`src/rtl/intc_pkg.sv`:
```
package intc_pkg;

  localparam int OFF_RAW    = 'h100;
  localparam int OFF_PEND   = 'h104;
  localparam int OFF_STAT   = 'h108;
  localparam int OFF_VEC    = 'h10C;
  localparam int OFF_ENABLE = 'h110;
  localparam int OFF_UNMASK = 'h114;
  localparam int OFF_MASK   = 'h118;
  localparam int OFF_FORCE  = 'h11C;
  localparam int OFF_UNFORCE= 'h120;
  localparam int OFF_EOS    = 'h124;

  typedef enum logic [1:0] {
    TRIG_LOW  = 2'd0,
    TRIG_HIGH = 2'd1,
    TRIG_FALL = 2'd2,
    TRIG_RISE = 2'd3
  } trig_e;

  typedef struct packed {
    logic ackTake;
    logic inService;
  } ctlStrobe_t;

endpackage

```
`src/rtl/intc_datapath.sv`:
```
module intc_datapath
  import intc_pkg::*;
#(
  parameter int NUM_SRC = 32,
  parameter int PRIO_W  = 3,
  parameter int ADDR_W  = 12
) (
  input  logic                clk,
  input  logic                rstN,
  input  logic                regWrEn,
  input  logic [ADDR_W-1:0]   regAddr,
  input  logic [31:0]         regWrData,
  input  logic [NUM_SRC-1:0]  irqIn,
  input  ctlStrobe_t          strobe,
  output logic                anyCand,
  output logic [31:0]         rdData
);

  localparam int SRC_W = (NUM_SRC > 1) ? $clog2(NUM_SRC) : 1;
  localparam int IDX_W = ADDR_W - 2;

  trig_e               trigArr [NUM_SRC];
  logic [PRIO_W-1:0]   prioArr [NUM_SRC];
  logic [NUM_SRC-1:0]  enBits, latchBits, prevIn;
  logic [NUM_SRC-1:0]  levelAct, edgeHit, pendVec, candVec;
  logic [NUM_SRC-1:0]  unmaskBits, maskBits, forceBits, unforceBits, ackClr;
  logic [SRC_W-1:0]    winner, curSrc;
  logic [PRIO_W-1:0]   bestPrio;
  logic [IDX_W-1:0]    ctrlIdx;
  logic [SRC_W-1:0]    srcSel;
  logic                ctrlHit;

  assign ctrlIdx = regAddr[ADDR_W-1:2];
  assign srcSel  = ctrlIdx[SRC_W-1:0];
  assign ctrlHit = (regAddr < ADDR_W'(NUM_SRC * 4)) && (regAddr[1:0] == 2'b00);

  assign unmaskBits  = (regWrEn && regAddr == ADDR_W'(OFF_UNMASK))  ? regWrData[NUM_SRC-1:0] : '0;
  assign maskBits    = (regWrEn && regAddr == ADDR_W'(OFF_MASK))    ? regWrData[NUM_SRC-1:0] : '0;
  assign forceBits   = (regWrEn && regAddr == ADDR_W'(OFF_FORCE))   ? regWrData[NUM_SRC-1:0] : '0;
  assign unforceBits = (regWrEn && regAddr == ADDR_W'(OFF_UNFORCE)) ? regWrData[NUM_SRC-1:0] : '0;
  assign ackClr      = strobe.ackTake ? (NUM_SRC'(1) << winner) : '0;

  // Per-input control word and trigger decode
  for (genvar g = 0; g < NUM_SRC; g++) begin : g_src
    always_ff @(posedge clk or negedge rstN) begin
      if (!rstN) begin
        trigArr[g] <= TRIG_HIGH;
        prioArr[g] <= '0;
      end else if (regWrEn && ctrlHit && ctrlIdx == IDX_W'(g)) begin
        trigArr[g] <= trig_e'(regWrData[7:6]);
        prioArr[g] <= regWrData[PRIO_W-1:0];
      end
    end

    always_comb begin
      levelAct[g] = 1'b0;
      edgeHit[g]  = 1'b0;
      unique case (trigArr[g])
        TRIG_LOW:  levelAct[g] = ~irqIn[g];
        TRIG_HIGH: levelAct[g] =  irqIn[g];
        TRIG_FALL: edgeHit[g]  = ~irqIn[g] &  prevIn[g];
        TRIG_RISE: edgeHit[g]  =  irqIn[g] & ~prevIn[g];
        default: ;
      endcase
    end
  end

  always_ff @(posedge clk or negedge rstN) begin
    if (!rstN) begin
      enBits    <= '0;
      latchBits <= '0;
      prevIn    <= '0;
      curSrc    <= '0;
    end else begin
      enBits    <= (enBits | unmaskBits) & ~maskBits;
      latchBits <= ((latchBits & ~ackClr) | edgeHit | forceBits) & ~unforceBits;
      prevIn    <= irqIn;
      if (strobe.ackTake) curSrc <= winner;
    end
  end

  assign pendVec = latchBits | levelAct;
  assign candVec = pendVec & enBits;

  // Arbiter: strict greater-than keeps the lowest index on ties
  always_comb begin
    anyCand  = 1'b0;
    bestPrio = '0;
    winner   = '0;
    for (int i = 0; i < NUM_SRC; i++) begin
      if (candVec[i] && (!anyCand || prioArr[i] > bestPrio)) begin
        anyCand  = 1'b1;
        bestPrio = prioArr[i];
        winner   = SRC_W'(i);
      end
    end
  end

  always_comb begin
    rdData = '0;
    if (ctrlHit) begin
      rdData[7:6]        = trigArr[srcSel];
      rdData[PRIO_W-1:0] = prioArr[srcSel];
    end else begin
      case (int'(regAddr))
        OFF_RAW:    rdData = 32'(irqIn);
        OFF_PEND:   rdData = 32'(pendVec);
        OFF_STAT:   rdData = 32'(candVec);
        OFF_ENABLE: rdData = 32'(enBits);
        OFF_VEC: begin
          if (strobe.inService) rdData = 32'({curSrc, 2'b00});
          else if (anyCand)     rdData = 32'({winner, 2'b00});
        end
        default: rdData = '0;
      endcase
    end
  end

  p_unmask_cmd_r3: assert property (@(posedge clk) disable iff (!rstN)
    (unmaskBits != '0) |=> ((enBits & $past(unmaskBits)) == $past(unmaskBits)));

  p_mask_cmd_r3: assert property (@(posedge clk) disable iff (!rstN)
    (maskBits != '0) |=> ((enBits & $past(maskBits)) == '0));

  p_winner_valid_r6: assert property (@(posedge clk) disable iff (!rstN)
    anyCand |-> candVec[winner]);

  p_force_pends_r9: assert property (@(posedge clk) disable iff (!rstN)
    (forceBits != '0 && unforceBits == '0) |=> ((pendVec & $past(forceBits)) == $past(forceBits)));

endmodule

```
`src/rtl/intc_control.sv`:
```
module intc_control
  import intc_pkg::*;
#(
  parameter int ADDR_W = 12
) (
  input  logic              clk,
  input  logic              rstN,
  input  logic              regWrEn,
  input  logic              regRdEn,
  input  logic [ADDR_W-1:0] regAddr,
  input  logic              anyCand,
  output ctlStrobe_t        strobe,
  output logic              irqReqN
);

  typedef enum logic {ST_IDLE, ST_SERVE} state_e;
  state_e state;

  logic ackRead, eosWr;
  assign ackRead = regRdEn && regAddr == ADDR_W'(OFF_VEC);
  assign eosWr   = regWrEn && regAddr == ADDR_W'(OFF_EOS);

  assign strobe.ackTake   = (state == ST_IDLE) && ackRead && anyCand;
  assign strobe.inService = (state == ST_SERVE);
  assign irqReqN          = !((state == ST_IDLE) && anyCand);

  always_ff @(posedge clk or negedge rstN) begin
    if (!rstN) state <= ST_IDLE;
    else begin
      unique case (state)
        ST_IDLE:  if (strobe.ackTake) state <= ST_SERVE;
        ST_SERVE: if (eosWr)          state <= ST_IDLE;
        default:  state <= ST_IDLE;
      endcase
    end
  end

  p_ack_starts_service_r7: assert property (@(posedge clk) disable iff (!rstN)
    $rose(strobe.inService) |-> $past(ackRead && anyCand));

  p_hold_until_eos_r7: assert property (@(posedge clk) disable iff (!rstN)
    (strobe.inService && !eosWr) |=> strobe.inService);

  p_eos_ends_service_r8: assert property (@(posedge clk) disable iff (!rstN)
    (strobe.inService && eosWr) |=> !strobe.inService);

endmodule

```
`src/rtl/intc_vectored.sv`:
```
module intc_vectored
  import intc_pkg::*;
#(
  parameter int NUM_SRC = 32,
  parameter int PRIO_W  = 3,
  parameter int ADDR_W  = 12
) (
  input  logic               clk,
  input  logic               rstN,
  input  logic               regWrEn,
  input  logic               regRdEn,
  input  logic [ADDR_W-1:0]  regAddr,
  input  logic [31:0]        regWrData,
  output logic [31:0]        regRdData,
  input  logic [NUM_SRC-1:0] irqIn,
  output logic               irqReqN
);

  ctlStrobe_t strobe;
  logic       anyCand;

  intc_control #(.ADDR_W(ADDR_W)) u_ctl (
    .clk(clk), .rstN(rstN), .regWrEn(regWrEn), .regRdEn(regRdEn),
    .regAddr(regAddr), .anyCand(anyCand), .strobe(strobe), .irqReqN(irqReqN)
  );

  intc_datapath #(.NUM_SRC(NUM_SRC), .PRIO_W(PRIO_W), .ADDR_W(ADDR_W)) u_dp (
    .clk(clk), .rstN(rstN), .regWrEn(regWrEn), .regAddr(regAddr),
    .regWrData(regWrData), .irqIn(irqIn), .strobe(strobe),
    .anyCand(anyCand), .rdData(regRdData)
  );

endmodule

```
`config.mk`:
```
export PLATFORM = sky130hd
export DESIGN_NAME = intc_vectored
export DESIGN_NICKNAME = d
export VERILOG_FILES = /design/src/rtl/intc_pkg.sv /design/src/rtl/intc_datapath.sv /design/src/rtl/intc_control.sv /design/src/rtl/intc_vectored.sv
export SDC_FILE = /design/constraint.sdc
export NUM_CORES = 1
export LEC_CHECK = 0
export BUFFER_PORTS_ARGS = -buffer_cell sky130_fd_sc_hd__buf_2
export CAP_MARGIN = 5
export CORE_ASPECT_RATIO = 0.5
export CORE_MARGIN = 2
export CORE_UTILIZATION = 64
export CTS_CLUSTER_DIAMETER = 50
export DETAILED_ROUTE_END_ITERATION = 10
export PLACE_DENSITY = 0.92
export SETUP_SLACK_MARGIN = 0.2
export SKIP_LAST_GASP = 1
export SYNTH_ARGS = -nofsm -noshare
export SYNTH_HDL_FRONTEND = slang
export SYNTH_SLANG_ARGS = --single-unit
```
`constraint.sdc`:
```
create_clock -name clk -period 89.6 [get_ports clk]
set_clock_uncertainty 0.2 [all_clocks]
set_input_delay 8.96 -clock clk [delete_from_list [all_inputs] [get_ports clk]]
set_output_delay 8.96 -clock clk [all_outputs]
set_load 0.02 [all_outputs]
```
Word-level counts from Yosys, hierarchy flattened. Cells that the tools add are included.

Add/subtract/negate cells: 0. Multipliers: 0. Div/mod/pow operators: 0. $lt $le $gt $ge: 33. Eq/ne operators: 137. Shift-type cells: 1. Muxes and demuxes: 179. Bitwise gates (word level): 141. Reductions and logical operators: 171.

Operator list (number): $eq 10x5->1 const B (16); $mux 32 (5); $pmux 32 s5 (1); $pmux 1 s2 (65); $and 32x32->32 (4); $eq 2x2->1 const B (64); $or 32x32->32 (4); $eq 12x9->1 const B (10); $mux 3 (39); $not 32->32 (3); $gt 3x3->1 (31); $eq 10x4->1 const B (8); $mux 5 (16); $logic_and 1x1->1 (74); $logic_not 2->1 (33); $not 1->1 (65); $and 1x1->1 (64); $eq 2x1->1 const B (32); $eq 10x3->1 const B (4); $mux 1 (35); $logic_not 1->1 (32); $mux 4 (8); $shl 1x5->32 const A (1); $logic_or 1x1->1 (31); other kinds (11) (17).

Flip-flop bits (word level): 262. Bits in latches: 0. Memory bits (writable): 0. Memory bits (read-only): 0. Memories: 0.

Depth between registers and ports, before layout. Gate-level depths: netlist of the first run.

Depth in word-level cells: 136. Depth in mapped cells: 281. Depth with buffers taken out: 276.

Hierarchy. From an unflattened synthesis of the first run, not the netlist that was laid out.

Cells, all modules: 2016. Area total of the unflattened synthesis: 18452.7 µm².

Modules (own cells, without submodules): intc_datapath (times used 1, cells each 2004, area an instance 18330.1 µm², sequential area each 6571.3 µm²); intc_control (times used 1, cells each 12, area an instance 122.6 µm², sequential area each 25.0 µm²).

Least setup slack after synthesis of the first run. OpenSTA, ideal clock, no wires.

Path kind: input-to-output. Start: input port irqIn[0]. End: output port regRdData[5]. Data arrival time: 51.516 ns. Required time: 80.440 ns. Slack: 28.924 ns. Cell stages on the path: 241. Buffers on the path: 5. Cell sequence: xor2_1 > o21ai_2 > nand2_1 > ha_1 > nand3_1 > o21ai_0 > o21a_1 > o32ai_1 > inv_1 > ha_1 > nor2b_1 > o21ai_0 > a32o_1 > a21oi_1 > o21ai_0 > ha_1 > nor2b_1 > o21ai_0 > (+205 left out) > a32oi_1 > ha_1 > a21o_1 > a21oi_1 > a31oi_1 > o21bai_1 > mux2_2 > ha_1 > a21o_1 > a21oi_1 > a31oi_1 > a21oi_1 > o21ai_2 > or2b_1 > nor3_2 > nand2_1 > a22oi_1 > o21ai_0.

Longest elaborated chain between the ends: 133.

Ends and longest elaborated chain: from (decl) (line intc_vectored.sv:15) `input logic [NUM_SRC-1:0] irqIn,`; $not 1->1 (line intc_datapath.sv:59) `TRIG_LOW: levelAct[g] = ~irqIn[g];`; $pmux 1 s2 * (line intc_datapath.sv:58) `unique case (trigArr[g])`; $or 32x32->32 * (line intc_datapath.sv:82) `assign pendVec = latchBits | levelAct;`; $and 32x32->32 * (line intc_datapath.sv:83) `assign candVec = pendVec & enBits;`; $mux 3 or $mux 1 (tied branches) (line intc_datapath.sv:91) `if (candVec[i] && (!anyCand || prioArr[i] > bestPrio)) begin`; $gt 3x3->1 or $logic_not 1->1 (tied branches) (line intc_datapath.sv:91); $logic_or 1x1->1 (line intc_datapath.sv:91); $logic_and 1x1->1 (line intc_datapath.sv:91); (+117 left out); $gt 3x3->1 or $logic_not 1->1 (tied branches) (line intc_datapath.sv:91); $logic_or 1x1->1 (line intc_datapath.sv:91); $logic_and 1x1->1 (line intc_datapath.sv:91); $mux 5 or $mux 1 (tied branches) (line intc_datapath.sv:91); $mux 7 * (line intc_datapath.sv:112) `else if (anyCand) rdData = 32'({winner, 2'b00});`; $mux 7 * (line intc_datapath.sv:111) `if (strobe.inService) rdData = 32'({curSrc, 2'b00});`; $pmux 32 s5 * (line intc_datapath.sv:105) `case (int'(regAddr))`; $mux 3 * (line intc_datapath.sv:101) `if (ctrlHit) begin`; to (decl) (line intc_vectored.sv:14) `output logic [31:0] regRdData,`.

Every way passes the cells marked *; elsewhere a longest branch is shown, timed or not.

Final worst setup path of the first run. Ends and elaborated chain as after synthesis.

==> metrics, run 1 <==
CP Launch Type input pin; Die Area 0.0295 mm^2; Clock Latency Late Sink 0.58 ns; # H-tree levels 1; min-delay src u_dp.curSrc[1]; Initial Utilization 65.0%; Yosys reg bits 262; synthesized cell area 0.0180 mm^2; first-pass GRT wire length 92800 um; Main synth FF type dfrtp_1; DRT Wirelength 61700 um; Final Slew Violations 0; Mapped Nets 2085; Final HPWL DP 42800 um; Avg Cell Area, Syn 9.29 um^2; min Tclk post-route 69.62 ns; setup tns final 0 ns; Worst path most repeated cell a21oi_1; layout cell share with drive strength beyond 1 22.4%; synth warn 0; Max-slew headroom 15.9%; Num Clock Sinks 262; vias in the first global route 16500; number of max-cap violations 0; DR vias/cell 7.23; CTS tree done; RSZ-0062 raised after global routing no; initial DRC count 3131; area share of the largest cell type after synthesis 32.0%; Syn Inst Count 1936; nets 2168; outcome finished clean; Synth area leader dfrtp_1; placed insts 2372; critical path's largest stage delay 0.72 ns; Slowest-stage cell, CP o21bai_1; Total Power 0.000269 W; fin cells 2428; Final Cycle Share 77.7%; crit end category output pin; initial antenna violation count 4; Worst Setup SP irqIn[0]; row count 43; FMAX 14.4 MHz; commonest non-fill, non-tap cells in the layout dfrtp_1, nand2_1, a21oi_1, mux2_2, o21ai_0; post-route ant nets 0; Async SR Flop Fraction 100%; DRC errors left 0; Layout area overhead 10.6%; Worst IR Drop VDD 0.0000155 V; Pwr per Cell Area 13.5 mW/mm^2; delay-heaviest family, CP compound AO/OA/AOI/OAI gates; Hold WC Path Type flop to flop; kind of critical path input pin to output pin; Die W 241 um; Overflow after GRT 0; CP bufs+invs 11; synth top area cells dfrtp_1, mux2_2, mux4_2; Seq/Total Area, Yosys 36.7%; post-synth cell types 87; Slew @ Worst Pin 1.25 ns; CTS buffer count 27; hold_buf cts 0; clock slew at reported path FFs 0.07 ns; CP Max Fanout 17; Fin. Hold Viols 0; # setup viols final 0; Port Buffers 112; mean routed wirelength per cell 25.4 um; GPL Wtd Cong 1.01; core area 0.0277 mm^2; Root Buffer clkbuf_16; total I/O pin count 113; signal arrival time at the worst endpoint 60.46 ns; router iterations before antenna repair 7; Worst Path Required 80.44 ns; Leak 9.37 nW; worst r2r src u_dp.trigArr[62]; Overall Global Routing Usage 41.6%; die height 123 um; post-cts gate resize count 0; Clock Path Buffers 3; postcts setup bufs 0; number of flops mapped to enable cells by yosys 0; largest net degree at the start of global routing 108; via count 17600; commonest non-fill, non-tap cell in the layout dfrtp_1
## tightest hold or removal path: cells and delay by family (launching register included)
family / cells / cell delay [ns]
DFF: 1 / 0.35
AOI/OAI and AO/OA: 1 / 0.06
and+or+nand+nor: 1 / 0.05
## worst paths after layout
check                                endpoint  cells after the start  slack [ns]
max reg2reg                u_dp.latchBits[10]                    242       36.76
max in group asynchronous    u_dp.prioArr[89]                      2       79.42
min in group asynchronous  u_dp.latchBits[23]                      1        8.20
min reg2reg                    u_dp.curSrc[1]                      2        0.30
max                              regRdData[5]                    244       19.98
min                            u_dp.curSrc[1]                      2        0.30
## layer usage
metal  up-vias  global-route usage (%)  share of wire (%)
met5         -                       0                  0
met4         0                    22.7                6.5
met3       375                    16.8                 16
met2      1520                    59.4                 41
met1      8320                    54.3                 36
li1       7349                       -                  -
## Yosys cell counts (28+ instances only)
cell and instances:
mux4_2 50, nand2_1 214, inv_1 122, nor3_1 28, dfrtp_1 230, nor2b_1 30
o21ai_0 131, a21oi_1 169, a22oi_1 31, clkbuf_1 68, nand3_1 66, nor2_1 134
ha_1 69, mux2_2 157, dfstp_2 32, a21o_1 35
## where the power goes
| part | switching (W) | total, W | internal, W |
|---|---|---|---|
| clock | 0.0000527 | 0.000124 | 0.0000712 |
| sequential | 0.000000831 | 0.000120 | 0.000120 |
| combinational | 0.0000170 | 0.0000251 | 0.00000812 |
## final cells by class
type / count / area (um^2)
Antenna cell: 6 / 15.0
Clock buffer: 39 / 801
Clock inverter: 11 / 158
Fill cell: 1990 / 7770
Inverter: 122 / 458
Multi-Input combinational cell: 1472 / 10600
Sequential cell: 262 / 6600
Tap cell: 382 / 478
Timing Repair Buffer: 134 / 736
## registers in the layout, summed over array words and instances, names as in the netlist
signal	flops
u_dp.prioArr	96
u_dp.trigArr	64
u_dp.enBits	32
u_dp.latchBits	32
u_dp.prevIn	32
u_dp.curSrc	5
u_ctl.state	1
## stage by stage
step / area [um^2] / utilization, % / hold slack [ns] / setup WS (ns)
floorplan: 18000 / - / 0.250 / 28.92
global placement: 18900 / 68.4 / 0.267 / 23.82
detailed placement: 18900 / 68.4 / 0.283 / 22.28
CTS: 19900 / 71.8 / 0.299 / 21.64
global route: 19900 / 71.9 / 0.319 / 16.10
finish: 19900 / 71.9 / 0.298 / 19.98
## cells by family after synthesis
logic type / share of synthesized area, %
mux: 16.7
simple gates: 15.0
buf+inv: 4.29
xor+xnor: 0.926
compound gates: 21.5
fa+ha+maj: 4.91
flops: 36.7
Note: power is estimated with default switching activity, not from simulation.
==> run 2: changes to the inputs <==
CORE_UTILIZATION = 62   (was 64)
PLACE_DENSITY = 0.9   (was 0.92)
clock period = 66.2 ns   (was 89.6 ns; I/O delays follow)
==> run 2 against run 1 <==
Compared with the run above:
- worst hold slack better by 0.0087 ns
- worst setup slack got worse by 16 ns
- sequential share of layout area up 0.086 points
- clock power increased by 23%
- register-to-register slack got worse by 21 ns
- critical path type unchanged
- global-route usage shrank 2.1 points
- via count fell by 2.3%
- first-iteration DRC count is 1.7% higher
- routed wire length down 2.6%
- critical endpoint unchanged
- power up 30%
- core utilization decreased by 2.9 points
- die area increased by 3.1%
==> metrics, run 2 (synthesis gave the netlist of run 1 again) <==
Die W 245 um (+1.6%); sw frac 26.8% (+0.61 points); total I/O pin count 113 (unchanged); Num Clock Sinks 262 (unchanged); Largest Register u_dp.prioArr; # setup viols final 0 (unchanged); Hold WC Path Type flop to flop; DRC errors left 0 (unchanged); hold_buf cts 0 (unchanged); first-pass GRT wire length 93400 um (+0.60%); filler cell count 2087 (+4.9%); Worst Setup SP irqIn[0]; CP bufs+invs 14 (+3); CTS buffer count 27 (unchanged); initial antenna violation count 2 (-2); FF-to-FF setup slack 16.14 ns (-20.62 ns); Port Buffers 112 (unchanged); Layout area overhead 10.3%; Slew @ Worst Pin 1.26 ns (+0.0105 ns); Clock power frac 43.7% (-2.3 points); CP Launch Type input pin; Final Cycle Share 93.9%; Max-slew headroom 15.2% (-0.62 points); Fin. Hold Viols 0 (unchanged); mean routed wirelength per cell 24.7 um (-2.6%); CTS tree done; Final HPWL DP 42100 um (-1.6%); Largest register FFs 96 (unchanged); RSZ-0062 raised after global routing no; Clock Path Buffers 3 (unchanged); core area 0.0287 mm^2 (+3.9%); Slowest-stage cell, CP o311ai_4; FF-to-FF path depth 244 (+0.83%); min Tclk post-route 62.14 ns; # H-tree levels 1 (unchanged); DRT Wirelength 60100 um (-2.6%); die height 124 um (+1.5%); Overall Global Routing Usage 39.5% (-2.1 points); via count 17200 (-2.3%); DR vias/cell 7.07 (-2.3%); Root Buffer clkbuf_16; FMAX 16.1 MHz; Leak 9.31 nW (-0.57%); outcome finished clean; Internal 0.000256 W (+29%); Initial Utilization 62.6% (-2.5 points); FF-to-FF End u_dp.latchBits[10]; clock slew at reported path FFs 0.07 ns (about the same); kind of critical path input pin to output pin; number of max-cap violations 0 (unchanged); Worst IR Drop VDD 0.0000166 V (+7.1%); post-route ant nets 0 (unchanged); register area 0.00660 mm^2 (unchanged); layout cell share with drive strength beyond 1 22.4% (+0.044 points); delay-heaviest family, CP compound AO/OA/AOI/OAI gates; Worst Path Required 59.38 ns (-21.06 ns); vias in the first global route 16400 (-0.49%); signal arrival time at the worst endpoint 55.32 ns (-5.14 ns); largest net degree at the start of global routing 123 (+14%); Sw Pwr 0.0000935 W (+33%); sequential power share 46.7% (+2.0 points); initial DRC count 3185 (+1.7%); WP depth 246 (+0.82%); CP Max Fanout 17 (unchanged); commonest non-fill, non-tap cells in the layout dfrtp_1, nand2_1, a21oi_1, mux2_2, o21ai_0; setup tns final 0 ns (unchanged); Final Slew Violations 0 (unchanged); Clock Latency Late Sink 0.57 ns (about the same); Largest regs u_dp.prioArr (96), u_dp.trigArr (64); Pwr per Cell Area 17.6 mW/mm^2 (+30%); row count 44 (+2.3%); commonest non-fill, non-tap cell in the layout dfrtp_1; GPL Wtd Cong 1.08 (+6.9%); worst r2r src u_dp.trigArr[62]; Comb power frac 9.6% (+0.3 points); critical path's largest stage delay 0.45 ns (-0.27 ns); Die Area 0.0305 mm^2 (+3.1%); final hold slack 0.306 ns (+0.00867 ns); Worst path most repeated cell a21oi_1; nets 2166 (-0.092%); router iterations before antenna repair 7 (unchanged); end of the critical path regRdData[5]; footprint of the multi-input gates 0.0107 mm^2 (+0.70%); Overflow after GRT 0 (unchanged); crit end category output pin
[run 2: cell types whose count changed in the layout (fill, tap and decap cells not counted), sizes merged]
cell / delta
clkinv: -4
buf: -2
clkbuf: +3
bufinv: -3
inv: +3
diode: -4
clkinvlp: -1
[run 2: worst min-delay path by stage]
| stage | depth (start not counted) | to | startpoint | slack, ns |
|---|---|---|---|---|
| 2_1_floorplan | 2 | u_dp.curSrc[1] | u_dp.curSrc[1] | 0.25 |
| 3_3_place_gp | 2 | u_dp.curSrc[1] | u_dp.curSrc[1] | 0.27 |
| 3_5_place_dp | 1 | u_dp.curSrc[4] | u_dp.curSrc[4] | 0.29 |
| 4_1_cts | 2 | u_dp.curSrc[0] | u_dp.curSrc[0] | 0.30 |
| 5_1_grt | 2 | u_dp.curSrc[0] | u_dp.curSrc[0] | 0.33 |
| 6_report | 2 | u_dp.curSrc[0] | u_dp.curSrc[0] | 0.31 |
[run 2: metrics by stage]
step	cell area (um^2)	setup slack, ns	total power (W)	util (%)	instances
5_1_grt	19800	0.144	0.000359	69.0	2429
3_3_place_gp	18900	4.81	0.000197	65.7	2375
2_1_floorplan	18000	10.20	0.000184	-	1936
3_5_place_dp	18900	3.61	0.000198	65.7	2375
6_report	19800	4.06	0.000349	69.0	2429
4_1_cts	19700	3.29	0.000346	68.7	2423
[run 2: per-layer routing]
layer	vias to the layer above	share of wire (%)	global-route usage, %
met5	-	0	0
met4	0	5.6	18.9
met3	297	15	13.0
met2	1360	41	56.1
met1	8174	38	54.6
li1	7334	-	-
[run 2: cell type report]
| class | count | area share (%) |
|---|---|---|
| clock inverter | 6 | 0.271 |
| sequential | 262 | 33.3 |
| tap | 391 | 2.47 |
| inverter | 122 | 2.31 |
| clock buffer | 42 | 3.99 |
| timing repair buffer | 132 | 3.63 |
| antenna | 2 | 0.0252 |
| multi-input combinational | 1472 | 54.0 |
[run 2: tightest hold or removal path, cell delays in order (launching register included)]
cell     delay, ns
dfrtp_1       0.35
nand2_1       0.05
o21ai_0       0.07
[run 2: power groups by stage]
stage	clock network [W]	logic (W)	registers (W)
4_1_cts	0.000151	0.0000322	0.000163
3_5_place_dp	0	0.0000320	0.000166
3_3_place_gp	0	0.0000312	0.000166
2_1_floorplan	0	0.0000180	0.000166
5_1_grt	0.000159	0.0000363	0.000163
6_report	0.000153	0.0000336	0.000163
[run 2: repair_timing]
item,in CTS,in global routing
gates resized for setup,0,13
setup endpoints to repair,0,5
buffers inserted,0,4
